--- src/rtl/cpm_pkg.sv ---
package cpm_pkg;

  // Kind of bus cycle seen in one clock
  typedef enum logic [1:0] {
    CYC_IDLE  = 2'd0,
    CYC_MEM   = 2'd1,
    CYC_FETCH = 2'd2,
    CYC_RFSH  = 2'd3
  } cyc_e;

  function automatic cyc_e classify(input logic m1_n, input logic mreq_n,
                                    input logic rfsh_n);
    cyc_e c;
    if (mreq_n)       c = CYC_IDLE;
    else if (!rfsh_n) c = CYC_RFSH;
    else if (!m1_n)   c = CYC_FETCH;
    else              c = CYC_MEM;
    return c;
  endfunction

endpackage

--- src/rtl/cpm_row_counter.sv ---
module cpm_row_counter #(
  parameter int ROW_W = 3
) (
  input  logic             clk,
  input  logic             rst_n,
  input  logic             hsync,
  input  logic             vsync,
  output logic [ROW_W-1:0] row
);

  logic hs_q;
  logic hs_rise;

  assign hs_rise = hsync & ~hs_q;

  always_ff @(posedge clk) begin
    if (!rst_n) begin
      hs_q <= 1'b0;
      row  <= '0;
    end else begin
      hs_q <= hsync;
      if (vsync)        row <= '0;
      else if (hs_rise) row <= row + 1'b1;
    end
  end

  // frame sync clears the row
  a_r8_vsync_clears: assert property (@(posedge clk) disable iff (!rst_n)
    vsync |=> (row == '0));

  // line sync edge advances the row, modulo the row count
  a_r7_row_step: assert property (@(posedge clk) disable iff (!rst_n)
    (hs_rise && !vsync) |=> (row == ROW_W'($past(row) + 1'b1)));

  // without an edge the row holds
  a_r7_row_hold: assert property (@(posedge clk) disable iff (!rst_n)
    (!hs_rise && !vsync) |=> $stable(row));

endmodule

--- src/rtl/cpm_code_latch.sv ---
module cpm_code_latch
  import cpm_pkg::*;
#(
  parameter int DATA_W = 8,
  parameter int CODE_W = 6
) (
  input  logic              clk,
  input  logic              rst_n,
  input  cyc_e              cyc,
  input  logic              disp_area,
  input  logic [DATA_W-1:0] din,
  output logic              armed,
  output logic [CODE_W:0]   code
);

  // Bit CODE_W of the display byte marks an executable opcode
  logic is_char;
  logic take;

  assign is_char = ~din[CODE_W];
  assign take    = (cyc == CYC_FETCH) && disp_area && is_char;

  always_ff @(posedge clk) begin
    if (!rst_n) begin
      armed <= 1'b0;
      code  <= '0;
    end else begin
      if (take) code <= {din[DATA_W-1], din[CODE_W-1:0]};
      if (cyc == CYC_FETCH)     armed <= take;
      else if (cyc == CYC_RFSH) armed <= 1'b0;
    end
  end

  // a character byte arms the fetch
  a_r3_arm_on_char: assert property (@(posedge clk) disable iff (!rst_n)
    ((cyc == CYC_FETCH) && disp_area && !din[CODE_W]) |=> armed);

  // an opcode byte or a fetch outside the display area disarms it
  a_r3_disarm_on_opcode: assert property (@(posedge clk) disable iff (!rst_n)
    ((cyc == CYC_FETCH) && (!disp_area || din[CODE_W])) |=> !armed);

  // a refresh always consumes the armed state
  a_r9_refresh_consumes: assert property (@(posedge clk) disable iff (!rst_n)
    (cyc == CYC_RFSH) |=> !armed);

endmodule

--- src/rtl/cpm_addr_former.sv ---
module cpm_addr_former #(
  parameter int WIN_AW = 13,
  parameter int CODE_W = 6,
  parameter int ROW_W  = 3
) (
  input  logic [WIN_AW-1:CODE_W+ROW_W] blk_bits,
  input  logic [CODE_W:0]              code,
  input  logic [ROW_W-1:0]             row,
  input  logic                         wide,
  output logic [WIN_AW-1:0]            pat_addr
);

  localparam int NARROW_LO = CODE_W + ROW_W;
  localparam int WIDE_LO   = NARROW_LO + 1;

  logic [WIN_AW-1:0] narrow_addr;
  logic [WIN_AW-1:0] wide_addr;

  // 64-character sets: every block bit from I, top code bit dropped
  assign narrow_addr = {blk_bits, code[CODE_W-1:0], row};
  // 128-character sets: lowest block bit replaced by the extra code bit
  assign wide_addr   = {blk_bits[WIN_AW-1:WIDE_LO], code, row};

  assign pat_addr = wide ? wide_addr : narrow_addr;

endmodule

--- src/rtl/cpm_pattern_slot.sv ---
module cpm_pattern_slot #(
  parameter int DATA_W = 8
) (
  input  logic              clk,
  input  logic              rst_n,
  input  logic              load,
  input  logic [DATA_W-1:0] load_data,
  input  logic              ready,
  output logic              valid,
  output logic [DATA_W-1:0] data
);

  always_ff @(posedge clk) begin
    if (!rst_n) begin
      valid <= 1'b0;
      data  <= '0;
    end else if (load) begin
      valid <= 1'b1;
      data  <= load_data;
    end else if (ready) begin
      valid <= 1'b0;
    end
  end

  // an unaccepted byte stays put
  a_r10_hold_until_ready: assert property (@(posedge clk) disable iff (!rst_n)
    (valid && !ready && !load) |=> (valid && $stable(data)));

  // an accepted byte without a new load leaves the slot empty
  a_r10_drain: assert property (@(posedge clk) disable iff (!rst_n)
    (ready && !load) |=> !valid);

endmodule

--- src/rtl/cpm_pattern_mapper.sv ---
module cpm_pattern_mapper
  import cpm_pkg::*;
#(
  parameter int          ADDR_W  = 16,
  parameter int          DATA_W  = 8,
  parameter int          WIN_AW  = 13,
  parameter int          CODE_W  = 6,
  parameter int          ROW_W   = 3,
  parameter logic [2:0]  WIN_TAG = 3'b001
) (
  input  logic              clk,
  input  logic              rst_n,
  input  logic [ADDR_W-1:0] bus_addr,
  input  logic [DATA_W-1:0] bus_din,
  input  logic              m1_n,
  input  logic              mreq_n,
  input  logic              rd_n,
  input  logic              wr_n,
  input  logic              rfsh_n,
  input  logic              hsync,
  input  logic              vsync,
  input  logic              sel_by_ireg,
  input  logic              strap_wide,
  output logic [WIN_AW-1:0] ram_addr,
  output logic              ram_we,
  output logic [DATA_W-1:0] ram_wdata,
  input  logic [DATA_W-1:0] ram_rdata,
  output logic [DATA_W-1:0] cpu_rdata,
  output logic              cpu_rd_en,
  output logic              pat_valid,
  input  logic              pat_ready,
  output logic [DATA_W-1:0] pat_data
);

  localparam int TAG_W  = ADDR_W - WIN_AW;
  localparam int I_BIT0 = ADDR_W - DATA_W;   // I bit 0 sits on this address line
  localparam int BLK_LO = CODE_W + ROW_W;

  cyc_e              cyc;
  logic              in_win;
  logic              disp_area;
  logic              armed;
  logic [CODE_W:0]   code;
  logic [ROW_W-1:0]  row;
  logic              wide;
  logic [WIN_AW-1:0] pat_addr;
  logic              pfetch;

  assign cyc       = classify(m1_n, mreq_n, rfsh_n);
  assign in_win    = (bus_addr[ADDR_W-1:WIN_AW] == TAG_W'(WIN_TAG));
  assign disp_area = bus_addr[ADDR_W-1];

  generate
    if (I_BIT0 >= WIN_AW) begin : g_bad_geometry
      initial $error("I bit 0 must fall inside the window address");
    end
  endgenerate

  assign wide = sel_by_ireg ? bus_addr[I_BIT0] : strap_wide;

  cpm_code_latch #(.DATA_W(DATA_W), .CODE_W(CODE_W)) u_latch (
    .clk       (clk),
    .rst_n     (rst_n),
    .cyc       (cyc),
    .disp_area (disp_area),
    .din       (bus_din),
    .armed     (armed),
    .code      (code)
  );

  cpm_row_counter #(.ROW_W(ROW_W)) u_row (
    .clk   (clk),
    .rst_n (rst_n),
    .hsync (hsync),
    .vsync (vsync),
    .row   (row)
  );

  cpm_addr_former #(.WIN_AW(WIN_AW), .CODE_W(CODE_W), .ROW_W(ROW_W)) u_form (
    .blk_bits (bus_addr[WIN_AW-1:BLK_LO]),
    .code     (code),
    .row      (row),
    .wide     (wide),
    .pat_addr (pat_addr)
  );

  assign pfetch    = (cyc == CYC_RFSH) && armed && in_win;
  assign ram_addr  = pfetch ? pat_addr : bus_addr[WIN_AW-1:0];
  assign ram_we    = (cyc == CYC_MEM) && !wr_n && in_win;
  assign ram_wdata = bus_din;
  assign cpu_rd_en = ((cyc == CYC_MEM) || (cyc == CYC_FETCH)) && !rd_n && in_win;
  assign cpu_rdata = ram_rdata;

  cpm_pattern_slot #(.DATA_W(DATA_W)) u_slot (
    .clk       (clk),
    .rst_n     (rst_n),
    .load      (pfetch),
    .load_data (ram_rdata),
    .ready     (pat_ready),
    .valid     (pat_valid),
    .data      (pat_data)
  );

  // refresh never writes the RAM
  a_r2_no_refresh_write: assert property (@(posedge clk) disable iff (!rst_n)
    !rfsh_n |-> !ram_we);

  // no write strobe outside the window
  a_r1_write_in_window: assert property (@(posedge clk) disable iff (!rst_n)
    ram_we |-> (in_win && !wr_n && !mreq_n));

  // a pattern fetch yields a valid byte on the next cycle
  a_r9_pattern_lands: assert property (@(posedge clk) disable iff (!rst_n)
    pfetch |=> (pat_valid && (pat_data == $past(ram_rdata))));

endmodule

--- config.mk ---
export PLATFORM = sky130hd
export DESIGN_NAME = cpm_pattern_mapper
export DESIGN_NICKNAME = d
export VERILOG_FILES = /design/src/rtl/cpm_pkg.sv /design/src/rtl/cpm_row_counter.sv /design/src/rtl/cpm_code_latch.sv /design/src/rtl/cpm_addr_former.sv /design/src/rtl/cpm_pattern_slot.sv /design/src/rtl/cpm_pattern_mapper.sv
export SDC_FILE = /design/constraint.sdc
export NUM_CORES = 1
export LEC_CHECK = 0
export BUFFER_PORTS_ARGS = -buffer_cell sky130_fd_sc_hd__buf_2
export CAP_MARGIN = 30
export CORE_ASPECT_RATIO = 0.5
export CORE_MARGIN = 2
export CORE_UTILIZATION = 35
export DETAILED_ROUTE_END_ITERATION = 8
export GPL_TIMING_DRIVEN = 1
export HOLD_SLACK_MARGIN = 0.08
export PLACE_DENSITY = 0.82
export SYNTH_ARGS = -nofsm -noshare
export SYNTH_HDL_FRONTEND = slang
export SYNTH_SLANG_ARGS = --single-unit
--- constraint.sdc ---
create_clock -name clk -period 1.7 [get_ports clk]
set_input_delay 0.34 -clock clk [delete_from_list [all_inputs] [get_ports clk]]
set_output_delay 0.34 -clock clk [all_outputs]
set_load 0.005 [all_outputs]
==> impl_metrics.py <==
metrics = {
    "status": {
        "status": "finished, violations left",
        "violations": "setup timing",
    },
    "worst_hold_path": {
        "worstHoldPathType": "in -> reg",
        "min_to": "u_slot.valid",
        "min_path_cells": 2,
        "hold_path_startpoint": "rst_n",
    },
    "clock_tree": {
        "cts_tree": "yes",
        "clkTransAtPathRegs_ps": 80,
        "cts_root_buf": "clkbuf_8",
        "clk_latency_ps": 250,
        "cts_buffer_depth": 2,
        "numCtsBuffers": 3,
        "clock_sink_count": 21,
        "h-tree-depth": 1,
        "ctsHoldBuffers": 0,
    },
    "route": {
        "drt_pass1_iterations": 5,
        "drtIter0Drc": 65,
        "drtAntennaViolNets": 0,
        "vias_per_cell": 5.03,
        "drt_wl_total_um": 3970,
        "drcViolationCount": 0,
        "vias": 1243,
        "wl_per_cell_um": 16.1,
    },
    "power_and_ir_drop": {
        "vdd_drop_max_mv": 0.221,
        "leakagePower_nw": 0.956,
        "power-per-cell-area_nw_per_um2": 572,
    },
    "sta": {
        "relSlewSlack_pct": 62.5,
        "post-route-period-util_pct": 114,
        "rsz0062_at_grt": "true",
        "maxSlewViolCount": 0,
        "final.min_clock_period_ps": 1930,
        "worst_pin_slew_ps": 559,
        "setup_viol": 12,
        "setup_tns_ps": -2290,
        "setup_ws_ps": -231,
        "skew_ps": 0.971,
        "timing.fmax_ghz": 0.518,
        "final-hold-violation-count": 0,
    },
    "yosys": {
        "seq_area_frac_synth_pct": 35.8,
        "synth_cells": 127,
        "synth_cell_types": 28,
        "syn_area_um2": 1170,
        "avgSynthCellArea_um2": 9.25,
        "syn_nets": 175,
        "ys_warn_count": 0,
        "synth-seq-cells": 21,
    },
    "critical_path": {
        "path_buf_inv": 2,
        "end_kind": "output pin",
        "r2r_start": "u_latch.armed",
        "crit_start": "bus_addr[14]",
        "crit_top_cell": "buf_6",
        "slowest_stage": "or3b_4",
        "crit_path_max_fanout": 5,
        "critical-path-max-stage-delay_ps": 460,
        "cp-start-kind": "primary input",
        "reg2reg_slack_ps": 270,
        "crit_chain": "buf_6 > or3b_4 > nor2_4 > mux2_4 > buf_6",
        "regToRegEndpoint": "u_slot.data[7]",
        "cpLargestDelayFamily": "simple AND/OR/NAND/NOR gates",
        "crit_arrival_ps": 1590,
        "cp_data_required_time_ps": 1360,
        "critPathKind": "in -> out",
        "r2r_cells": 5,
    },
    "placed_design": {
        "dp.cells": 232,
        "placed_area_um2": 1560,
        "post-place-ws_ps": -291,
        "gp_congestion": 0.727,
        "portBuffers": 77,
        "place_hpwl_um": 2370,
    },
    "finish": {
        "syn_to_final_growth_pct": 60.9,
        "n_antenna_cell": 0,
        "final_area_um2": 1890,
        "layout.nets": 256,
        "drive_gt1_share_pct": 60.4,
        "utilization_pct": 61.0,
        "fin_cells": 247,
    },
    "global_route": {
        "grt-ovfl-total": 0,
        "grt_use_total_pct": 17.9,
        "grt_pass1_wl_um": 5460,
        "grt_pass1_vias": 1231,
        "grt_start_max_net_pins": 17,
        "antenna_found_initial": 0,
    },
    "floorplan": {
        "start_util_pct": 37.9,
        "dieArea_um2": 3860,
        "core_um2": 3100,
        "std_cell_rows": 14,
        "die_w_um": 85.9,
        "ios": 84,
        "die_y_um": 45.0,
    },
    "job": {
        "cap_violations": 0,
    },
}
==> cell families after synthesis <==
| group | count (synthesis) | synth area share, % |
|---|---|---|
| multiplexers | 19 | 17.3 |
| adder cells (fa/ha/maj) | 4 | 4.26 |
| AND/OR/NAND/NOR | 34 | 17.6 |
| AO/OA/AOI/OAI | 20 | 8.73 |
| buffers and inverters | 27 | 14.9 |
| XOR/XNOR | 2 | 1.49 |
| flip-flops | 21 | 35.8 |
==> metal layers <==
metal	GRT usage, %	share of wire [%]
met5	0	0
met4	6.35	1.8
met3	3.29	4.5
met1	20.2	38
met2	35.0	56
==> cell type report <==
type,count,area (um2)
Tap cell,40,50.0
Timing Repair Buffer,98,658
Clock buffer,4,45.0
Inverter,4,17.5
Sequential cell,21,420
Fill cell,245,1210
Multi-Input combinational cell,80,699
==> repair_timing <==
item	CTS	global route
gates cloned	1	0
gates resized for setup	25	15
setup buffers	5	6
pin swaps	8	7
endpoints found under the setup margin	12	13
==> how the worst max path moves through the flow <==
stage | end | slack [ps] | cells past startpoint
after floorplan | ram_addr[0] | -20 | 6
after global placement | ram_addr[4] | -250 | 8
after detailed placement | ram_addr[7] | -290 | 8
after CTS | ram_addr[5] | -250 | 8
after global routing | ram_addr[0] | -270 | 5
final | ram_addr[0] | -230 | 5
==> cell usage after synthesis, drive strengths merged <==
master  instances  share of area [%]
buf            22                 13
dfxtp          21                 36
nor2           12                5.2
a21oi          11                4.7
mux2           10                9.6
mux2i           9                7.7
nand3           8                3.4
o21ai           8                3.4
ha              4                4.3
inv             4                1.3
nor3b           3                2.3
and2            2                1.1
nand2           2               0.85
nand3b          2                1.3
nor2b           2                1.1
clkbuf          1               0.32
nand2b          1               0.53
nor3            1               0.85
o21a            1               0.64
or3b            1               0.96
xnor2           1               0.75
xor2            1               0.75
==> state kept, by name, summed over array words and instances, names as in the netlist <==
signal and count:
u_slot.valid 1, u_slot.data 8, u_latch.code 7, u_latch.armed 1
u_row.row 3, u_row.hs_q 1
==> stage by stage <==
| step | hold WS (ps) | power, mW |
|---|---|---|
| global route | 348 | 1.12 |
| global placement | 459 | 0.684 |
| CTS | 323 | 1.05 |
| floorplan | 458 | 0.611 |
| finish | 320 | 1.08 |
| detailed placement | 469 | 0.689 |
==> power breakdown <==
group | total [mW] | leakage, nW | internal, mW | switching, mW
Sequential | 0.504 | 0.170 | 0.499 | 0.00551
Combinational | 0.248 | 0.763 | 0.147 | 0.101
Clock | 0.330 | 0.0228 | 0.167 | 0.163
==> cell usage in the layout (no fill, tap or decap), types with 2 or more instances in the layout <==
| cell type | instances |
|---|---|
| clkbuf_8 | 3 |
| o21ai_0 | 8 |
| inv_1 | 2 |
| nor3b_2 | 3 |
| nand3b_1 | 2 |
| buf_4 | 17 |
| mux2_4 | 10 |
| mux2i_1 | 9 |
| ha_4 | 2 |
| ha_1 | 2 |
| dfxtp_1 | 21 |
| nor2b_1 | 2 |
| nor2_1 | 11 |
| buf_6 | 16 |
| buf_2 | 63 |
| a21oi_4 | 2 |
| a21oi_1 | 9 |
| nand3_1 | 8 |
(Power assumes the default switching activity.)
